==> src/rtl/fsync_pkg.sv <==
package fsync_pkg;
  // Number of low BSN bits used in period arithmetic
  localparam int BSN_CMP_W = 31;
  typedef logic [BSN_CMP_W-1:0] bsn_lo_t;
endpackage

==> src/rtl/fsync_divider.sv <==
// Bit-serial restoring divider: quotient and remainder of period / block size.
// Operands are captured while rst is high; done rises after W cycles.
module fsync_divider #(
  parameter int W = 32
) (
  input  logic         clk,
  input  logic         rst,
  input  logic [W-1:0] dividend,
  input  logic [W-1:0] divisor,
  output logic [W-1:0] quotient,
  output logic [W-1:0] remainder,
  output logic         done
);
  localparam int CNT_W = $clog2(W + 1);

  logic [W-1:0]     quo_q;
  logic [W-1:0]     rem_q;
  logic [W-1:0]     den_q;
  logic [CNT_W-1:0] cnt_q;
  logic             done_q;
  logic [W:0]       trial;
  logic [W:0]       diff;
  logic             fits;

  always_comb begin
    trial = {rem_q, quo_q[W-1]};
    diff  = trial - {1'b0, den_q};
    fits  = (trial >= {1'b0, den_q});
  end

  always_ff @(posedge clk) begin
    if (rst) begin
      quo_q  <= dividend;
      rem_q  <= '0;
      den_q  <= divisor;
      cnt_q  <= '0;
      done_q <= 1'b0;
    end else if (!done_q) begin
      if (fits) begin
        rem_q <= diff[W-1:0];
        quo_q <= {quo_q[W-2:0], 1'b1};
      end else begin
        rem_q <= trial[W-1:0];
        quo_q <= {quo_q[W-2:0], 1'b0};
      end
      cnt_q <= cnt_q + CNT_W'(1);
      if (cnt_q == CNT_W'(W - 1)) done_q <= 1'b1;
    end
  end

  assign quotient  = quo_q;
  assign remainder = rem_q;
  assign done      = done_q;
endmodule

==> src/rtl/fsync_tracker.sv <==
// Holds the next expected sync BSN, the current period length and the
// remainder accumulator; flags a match or a skip on each block header.
module fsync_tracker
  import fsync_pkg::*;
#(
  parameter int CFG_W = 32
) (
  input  logic             clk,
  input  logic             rst,
  input  bsn_lo_t          start_lo,
  input  logic [CFG_W-1:0] blk_size,
  input  logic             div_done,
  input  logic [CFG_W-1:0] n_min,
  input  logic [CFG_W-1:0] extra,
  input  logic             hdr,
  input  bsn_lo_t          bsn_lo,
  output logic             sync_hit,
  output bsn_lo_t          exp_bsn,
  output logic [CFG_W-1:0] nof_blk,
  output logic             err
);
  logic                    armed_q;
  bsn_lo_t                 exp_q;
  logic [CFG_W-1:0]        nof_q;
  logic signed [CFG_W:0]   acc_q;
  logic [CFG_W-1:0]        blk_q;
  logic                    err_q;
  logic                    hdr_live;
  logic                    skip;
  logic signed [CFG_W:0]   acc_sub;
  logic signed [CFG_W:0]   blk_s;
  logic signed [CFG_W:0]   extra_s;
  bsn_lo_t                 exp_next;

  always_comb begin
    hdr_live = armed_q & hdr;
    sync_hit = hdr_live & (bsn_lo == exp_q);
    skip     = hdr_live & (bsn_lo > exp_q);
    blk_s    = $signed({1'b0, blk_q});
    extra_s  = $signed({1'b0, extra});
    acc_sub  = acc_q - extra_s;
    exp_next = exp_q + BSN_CMP_W'(nof_q);
  end

  always_ff @(posedge clk) begin
    if (rst) begin
      armed_q <= 1'b0;
      exp_q   <= start_lo;
      nof_q   <= '0;
      acc_q   <= '0;
      blk_q   <= blk_size;
      err_q   <= 1'b0;
    end else begin
      err_q <= err_q | skip;
      if (div_done && !armed_q) begin
        armed_q <= 1'b1;
        nof_q   <= n_min + CFG_W'(extra != '0);
        acc_q   <= blk_s - extra_s;
      end else if (sync_hit) begin
        exp_q <= exp_next;
        if (acc_sub < 0) begin
          nof_q <= n_min + CFG_W'(1);
          acc_q <= acc_sub + blk_s;
        end else begin
          nof_q <= n_min;
          acc_q <= acc_sub;
        end
      end
    end
  end

  assign exp_bsn = exp_q;
  assign nof_blk = nof_q;
  assign err     = err_q;
endmodule

==> src/rtl/fsync_out_stage.sv <==
// Single output register stage for the stream and the sync flag.
module fsync_out_stage #(
  parameter int BSN_W  = 48,
  parameter int DATA_W = 16
) (
  input  logic              clk,
  input  logic              rst,
  input  logic              valid_i,
  input  logic              sop_i,
  input  logic [BSN_W-1:0]  bsn_i,
  input  logic [DATA_W-1:0] data_i,
  input  logic              sync_i,
  output logic              valid_o,
  output logic              sop_o,
  output logic [BSN_W-1:0]  bsn_o,
  output logic [DATA_W-1:0] data_o,
  output logic              sync_o
);
  always_ff @(posedge clk) begin
    if (rst) begin
      valid_o <= 1'b0;
      sop_o   <= 1'b0;
      sync_o  <= 1'b0;
    end else begin
      valid_o <= valid_i;
      sop_o   <= sop_i;
      sync_o  <= sync_i;
    end
  end

  always_ff @(posedge clk) begin
    bsn_o  <= bsn_i;
    data_o <= data_i;
  end
endmodule

==> src/rtl/frac_sync_marker.sv <==
module frac_sync_marker
  import fsync_pkg::*;
#(
  parameter int BSN_W  = 48,
  parameter int DATA_W = 16,
  parameter int CFG_W  = 32
) (
  input  logic              clk,
  input  logic              rst,
  input  logic [BSN_W-1:0]  cfg_start_bsn,
  input  logic [CFG_W-1:0]  cfg_period,
  input  logic [CFG_W-1:0]  cfg_blk_size,
  input  logic              in_valid,
  input  logic              in_sop,
  input  logic [BSN_W-1:0]  in_bsn,
  input  logic [DATA_W-1:0] in_data,
  output logic              out_valid,
  output logic              out_sop,
  output logic [BSN_W-1:0]  out_bsn,
  output logic [DATA_W-1:0] out_data,
  output logic              out_sync,
  output logic [30:0]       exp_bsn_o,
  output logic [CFG_W-1:0]  period_blks_o,
  output logic              err_o
);
  logic [CFG_W-1:0] n_min;
  logic [CFG_W-1:0] extra;
  logic             div_done;
  logic             sync_hit;
  bsn_lo_t          exp_bsn;

  fsync_divider #(.W(CFG_W)) u_div (
    .clk       (clk),
    .rst       (rst),
    .dividend  (cfg_period),
    .divisor   (cfg_blk_size),
    .quotient  (n_min),
    .remainder (extra),
    .done      (div_done)
  );

  fsync_tracker #(.CFG_W(CFG_W)) u_trk (
    .clk      (clk),
    .rst      (rst),
    .start_lo (cfg_start_bsn[BSN_CMP_W-1:0]),
    .blk_size (cfg_blk_size),
    .div_done (div_done),
    .n_min    (n_min),
    .extra    (extra),
    .hdr      (in_valid & in_sop),
    .bsn_lo   (in_bsn[BSN_CMP_W-1:0]),
    .sync_hit (sync_hit),
    .exp_bsn  (exp_bsn),
    .nof_blk  (period_blks_o),
    .err      (err_o)
  );

  fsync_out_stage #(.BSN_W(BSN_W), .DATA_W(DATA_W)) u_out (
    .clk     (clk),
    .rst     (rst),
    .valid_i (in_valid),
    .sop_i   (in_sop),
    .bsn_i   (in_bsn),
    .data_i  (in_data),
    .sync_i  (sync_hit),
    .valid_o (out_valid),
    .sop_o   (out_sop),
    .bsn_o   (out_bsn),
    .data_o  (out_data),
    .sync_o  (out_sync)
  );

  assign exp_bsn_o = exp_bsn;
endmodule

==> config.mk <==
export PLATFORM = sky130hd
export DESIGN_NAME = frac_sync_marker
export DESIGN_NICKNAME = d
export VERILOG_FILES = /design/src/rtl/fsync_pkg.sv /design/src/rtl/fsync_divider.sv /design/src/rtl/fsync_tracker.sv /design/src/rtl/fsync_out_stage.sv /design/src/rtl/frac_sync_marker.sv
export SDC_FILE = /design/constraint.sdc
export NUM_CORES = 1
export LEC_CHECK = 0
export BUFFER_PORTS_ARGS = -buffer_cell sky130_fd_sc_hd__clkbuf_2
export CORE_MARGIN = 1
export CORE_UTILIZATION = 58
export CTS_CLUSTER_SIZE = 20
export DETAILED_ROUTE_END_ITERATION = 10
export HOLD_SLACK_MARGIN = 0.06
export PLACE_DENSITY_LB_ADDON = 0.1
export SLEW_MARGIN = 15
export SYNTH_ARGS = -nofsm -noshare
export SYNTH_HDL_FRONTEND = slang
export SYNTH_SLANG_ARGS = --single-unit
==> constraint.sdc <==
create_clock -name clk -period 5.6 [get_ports clk]
set_clock_uncertainty 0.15 [all_clocks]
set_input_delay 0.28 -clock clk [delete_from_list [all_inputs] [get_ports clk]]
set_output_delay 0.28 -clock clk [all_outputs]
set_load 0.1 [all_outputs]
; ---- Word level (Yosys, flattened, before mapping)
; Cells that the tools add are included.
[op_classes]
add_sub_neg = 8
magnitude_cmp = 3
n_eq_ne = 4
n_mux = 15
n_bitwise = 5
n_reduce_logical = 6
[ops]
columns = op, n
row1 = $mux 32, 6
row2 = $mux 33, 3
row3 = $mux 31, 3
row4 = $add 33x33->33, 1
row5 = $ge 33x32->1, 1
row6 = $lt 33x1->1 const B, 1
row7 = $sub 32x32->33, 1
row8 = $sub 33x33->33, 1
row9 = $add 32x1->32, 1
row10 = $add 32x1->32 const B, 1
row11 = $reduce_bool 32->1, 1
row12 = $sub 32x32->32, 1
row13 = $add 31x31->31, 1
row14 = $eq 31x31->1, 1
row15 = $gt 31x31->1, 1
row16 = $add 6x1->6 const B, 1
row17 = $eq 6x5->1 const B, 1
row18 = $and 1x1->1, 4
row19 = $ne 2x2->1 const B, 2
row20 = $reduce_bool 2->1, 2
row21 = $mux 1, 3
row22 = $reduce_and 2->1, 1
row23 = $logic_and 1x1->1, 1
row24 = $logic_not 1->1, 1
row25 = $or 1x1->1, 1
[totals]
reg_bits = 268
input_bits = 180
output_inout_bits = 131
elab_cells = 56

; ---- Logic depth before layout (Yosys ltp)
[depth]
ltp_word = 6
ltp_mapped = 21
depth_no_buf = 21

; ---- Modules after synthesis
; Synthesis repeated with hierarchy kept, for this count alone.
[unflattened]
hier_cells = 2268
hier_area_um2 = 20347.0
[by_module_without_submodules]
columns = mod, instances, cells_each, area_per_inst_um2, seq_area_each_um2
row1 = fsync_tracker, 1, 1622, 13232.7, 3233.1
row2 = fsync_divider, 1, 575, 5748.0, 2702.6
row3 = fsync_out_stage, 1, 70, 1360.1, 1341.3
row4 = frac_sync_marker, 1, 1, 6.3, 0.0

; ---- Least setup slack after synthesis
; Ideal clock, no wire load.
[synth_path]
kind = flip-flop to flip-flop
start = reg u_div.rem_q[5] (netlist: u_div.remainder[5])
end = reg u_trk.acc_q[30]
t_arrival_ns = 4.217
required_ns = 5.364
path_slack_ns = 1.147
stages_incl_launch_ff = 21
n_path_buf = 0
period_less_slack_ns = 4.453
path_cell_list = dfxtp_1 inv_1 ha_1 a21o_1 or3_1 o21ba_1 a2111o_1 and2_1 a221o_1 a21oi_1 xnor2_1 ha_1 nand2_1 a21oi_1 nor2b_1 a21oi_1 a211oi_1 o21ai_0 xnor2_1 a31o_2 a211oi_1
[synth_via]
elab_chain_cells = 5
[synth_lines]
columns = element, line
row1 = from (decl), fsync_divider.sv:17  ; logic [W-1:0] rem_q;
row2 = from (signal assigned), fsync_divider.sv:40  ; rem_q <= diff[W-1:0];
row3 = from (signal assigned), fsync_divider.sv:43  ; rem_q <= trial[W-1:0];
row4 = $sub 33x33->33, fsync_tracker.sv:41  ; acc_sub = acc_q - extra_s;
row5 = $add 33x33->33 or $lt 33x1->1 (tied branches), "fsync_tracker.sv:63, fsync_tracker.sv:61"
row6 = $mux 33, fsync_tracker.sv:61  ; if (acc_sub < 0) begin
row7 = $mux 33, fsync_tracker.sv:59  ; end else if (sync_hit) begin
row8 = $mux 33 (*), fsync_tracker.sv:55  ; if (div_done && !armed_q) begin
row9 = to (signal assigned), fsync_tracker.sv:58  ; acc_q <= blk_s - extra_s;
row10 = to (signal assigned), fsync_tracker.sv:63  ; acc_q <= acc_sub + blk_s;
row11 = to (signal assigned), fsync_tracker.sv:66  ; acc_q <= acc_sub;
row12 = to (decl), fsync_tracker.sv:25  ; logic signed [CFG_W:0] acc_q;
; Every way passes the cells marked *; elsewhere a longest branch is shown, timed or not. The select of a mux whose other input is x is not followed.
; A chain may end at the register's enable or synchronous reset.

; ---- Worst setup path after layout
[layout_path]
start = reg u_div.rem_q[0] (netlist: u_div.remainder[0])
end = reg u_trk.acc_q[31]
; Same word-level chain as after synthesis.

==> flow_metrics.env <==
export IMPL_outcome="finished clean"
export IMPL_synthArstFlopShare_pct=0
export IMPL_io_pins=311
export IMPL_grtUsageMet1_pct=42.0
export IMPL_cp_end_kind="flip-flop"
export IMPL_nNetsFinal=3028
export IMPL_critPathTopFamily="compound AO/OA/AOI/OAI gates"
export IMPL_relSlewSlack_pct=27.9
export IMPL_clk_path_buf_depth=3
export IMPL_grt_pass1_wl_um=93200
export IMPL_antenna_found_initial=0
export IMPL_ff2ff_path_depth=18
export IMPL_reg2reg_to="u_trk.acc_q[31]$_SDFFE_PP0P_"
export IMPL_hpwl_um=43100
export IMPL_critPathRequiredTime_ps=5940
export IMPL_worstSetupStartpointType="flip-flop"
export IMPL_vias_per_cell=6.05
export IMPL_synth_warnings=0
export IMPL_peakVddDrop_uv=397
export IMPL_start_util_pct=59.1
export IMPL_synth_cells=2228
export IMPL_die_height_um=185
export IMPL_worst_slew_pin_slew_ps=1080
export IMPL_h_tree_depth=1
export IMPL_avgSynthCellArea_um2=8.67
export IMPL_fillers=2435
export IMPL_synth_top_area_share_pct=17.9
export IMPL_synth_area_leaders="dfxtp_1 (18%), edfxtp_1 (15%), ha_1 (13%), a21oi_1 (4.3%), xnor2_1 (4.3%)"
export IMPL_finalHoldViolCount=0
export IMPL_timing_hold_ws_ps=197
export IMPL_cts_resized=0
export IMPL_gp_congestion=0.947
export IMPL_cp_buffers_inverters=0
export IMPL_ys_types=77
export IMPL_die_area_um2=34100
export IMPL_grt_total_usage_pct=34.6
export IMPL_drcViolationCount=0
export IMPL_finalCriticalPeriod_ps=5200
export IMPL_wl_um=60300
export IMPL_p_leak_nw=10.8
export IMPL_whs_endpoint="u_out.data_o[0]$_DFF_P_"
export IMPL_p_per_area_nw_per_um2=561
export IMPL_drv_slew=0
export IMPL_maxCapViolations=0
export IMPL_rsz0062_at_grt="no"
export IMPL_diodes=0
export IMPL_cts_buffers=31
export IMPL_yosys_area_top_type="dfxtp_1"
export IMPL_use_met2_pct=60.8
export IMPL_vias=18800
export IMPL_slowest_stage="o31ai_1"
export IMPL_setup_tns_ps=0
export IMPL_yosysSeqAreaShare_pct=32.7
export IMPL_crit_chain="ha_1, fa_1, nand2b_1, a21oi_1, o21ba_1, a211oi_1, o21ai_0, a41o_1, xor2_1, ha_1, a21oi_1, o21ai_0, o31ai_1, nor3_1, nor2_1, mux2i_1, nand4_1, a211oi_1"
export IMPL_synth_edf_count=95
export IMPL_reg2reg_slack_ps=400
export IMPL_ant_nets=0
export IMPL_rows=66
export IMPL_detail_route_wl_per_cell_um=19.4
export IMPL_cts_tree="done"
export IMPL_clkTransAtPathRegs_ps=60
export IMPL_hold_class="in -> reg"
export IMPL_grt_pass1_vias=18100
export IMPL_fin_crit_sh_pct=92.9
export IMPL_path_class="reg -> reg"
export IMPL_holdPathStages=2
export IMPL_netlist_area_um2=19300
export IMPL_cp_max_fo=6
export IMPL_yosys_register_bits=268
export IMPL_drive_above_1_share_pct=15.7
export IMPL_fp_dieW_um=185
export IMPL_hp_start="in_data[0]"
export IMPL_final_common_cell="clkbuf_2"
export IMPL_grt_start_max_net_pins=82
export IMPL_first_pass_iters=6
export IMPL_finalPower_w=0.0134
export IMPL_layout_common_cells="clkbuf_2 (292), ha_1 (197), dfxtp_1 (172)"
export IMPL_synth_ff_type="dfxtp_1"
export IMPL_final_core_util_pct=72.8
export IMPL_synthesis_nets=2610
export IMPL_arrival_ps=5540
export IMPL_timing_fmax_ghz=0.192
export IMPL_worstSkewPairLatency_ps=570
export IMPL_cts_root_buf="clkbuf_16"
export IMPL_core_area_um2=32700
export IMPL_grt_ovfl_total=0
export IMPL_met3_usage_pct=4.76
export IMPL_setup_viol_count_final=0
export IMPL_area_growth_pct=23.2
export IMPL_drt_iter0_markers=1438
export IMPL_timing_rr_start="u_div.remainder[0]$_SDFFE_PP0N_"
export IMPL_crit_path_max_incr_delay_ps=510
export IMPL_busiest_layer="met2"
export IMPL_port_buffers=293
export IMPL_cts_sink_count=268
## per-layer routing
layer	wire (µm)	share of wire [%]
met4	2490	4.1
met5	0	0
met1	24200	40
met2	28900	48
met3	4690	7.8
## worst max path at each step
stage | startpoint | to | slack, ps | depth (start not counted)
after floorplan | u_div.remainder[5]$_SDFFE_PP0N_ | u_trk.acc_q[30]$_SDFFE_PP0P_ | 1150 | 20
after global placement | u_div.remainder[5]$_SDFFE_PP0N_ | u_trk.acc_q[30]$_SDFFE_PP0P_ | 550 | 20
after detailed placement | u_div.remainder[0]$_SDFFE_PP0N_ | u_trk.acc_q[31]$_SDFFE_PP0P_ | 440 | 18
after CTS | u_div.remainder[0]$_SDFFE_PP0N_ | u_trk.acc_q[31]$_SDFFE_PP0P_ | 420 | 18
after global routing | u_div.remainder[5]$_SDFFE_PP0N_ | u_trk.acc_q[30]$_SDFFE_PP0P_ | 30 | 18
final | u_div.remainder[0]$_SDFFE_PP0N_ | u_trk.acc_q[31]$_SDFFE_PP0P_ | 400 | 18
## repair_timing
action,4_1_cts,5_1_grt
hold buffers,162,0
endpoints found under the hold margin,194,0
setup buffers,0,0
## metrics by stage
step	cell area (µm²)	setup WS, ps	std cells
finish	23800	398	3112
global route	23800	28.8	3112
CTS	23800	421	3112
detailed placement	21200	445	2893
global placement	21200	553	2893
floorplan	19300	1150	2228
## registers in the layout, indices dropped and copies added (netlist names), 6 cells and up
register,cells
u_trk.acc_q,33
u_div.cnt_q,6
u_div.remainder,32
u_trk.blk_q,32
u_trk.nof_blk,32
u_trk.exp_bsn,31
u_div.quotient,32
u_out.data_o,16
u_out.bsn_o,48
## cells by family (layout without fill, tap and decap cells)
kind of cell | Yosys count | after routing | share of synthesized area (%)
AO/OA/AOI/OAI | 678 | 678 | 23.0
multiplexers | 48 | 48 | 2.70
adder cells (fa/ha/maj) | 202 | 202 | 13.3
flip-flops | 268 | 268 | 32.7
AND/OR/NAND/NOR | 635 | 635 | 16.2
buffers and inverters | 227 | 669 | 4.50
XOR/XNOR | 170 | 170 | 7.70
## layout make-up
type	instances	area (µm²)	area share [%]
inverter	139	522	2.19
tap	442	553	2.32
clock buffer	45	941	3.95
multi-input combinational	1733	12200	51.1
sequential	268	6320	26.5
clock inverter	12	90.1	0.378
timing repair buffer	473	3230	13.6
## report_power, final
group	switching (W)	total, W	leakage [nW]	internal [W]
clock network	0.000854	0.00206	0.511	0.00120
registers	0.000214	0.00242	2.38	0.00221
logic	0.00534	0.00889	7.87	0.00354
total	0.00641	0.0134	10.8	0.00696
## cells in the mapped netlist (8+ instances only)
cell type  number
ha_1          197
dfxtp_1       173
a21oi_1       166
nand2_1       162
nor2_1        143
o21ai_0       140
inv_1         139
a21o_1         95
edfxtp_1       95
xnor2_1        94
xor2_1         76
nor3_1         72
clkbuf_1       69
nand3_1        56
a211oi_1       46
nand4_1        39
and3_1         36
mux2_2         33
o22ai_1        28
nand2b_1       27
nor2b_1        26
a2111oi_0      23
a31oi_1        21
o21bai_1       21
o21a_1         17
mux2i_1        15
nor4_1         14
o211ai_1       13
or3_1          13
a311oi_1       12
and2_1         11
and4_1         11
buf_1          10
o31ai_1        10
or2_2           9
buf_2           8
(Power assumes the default switching activity.)
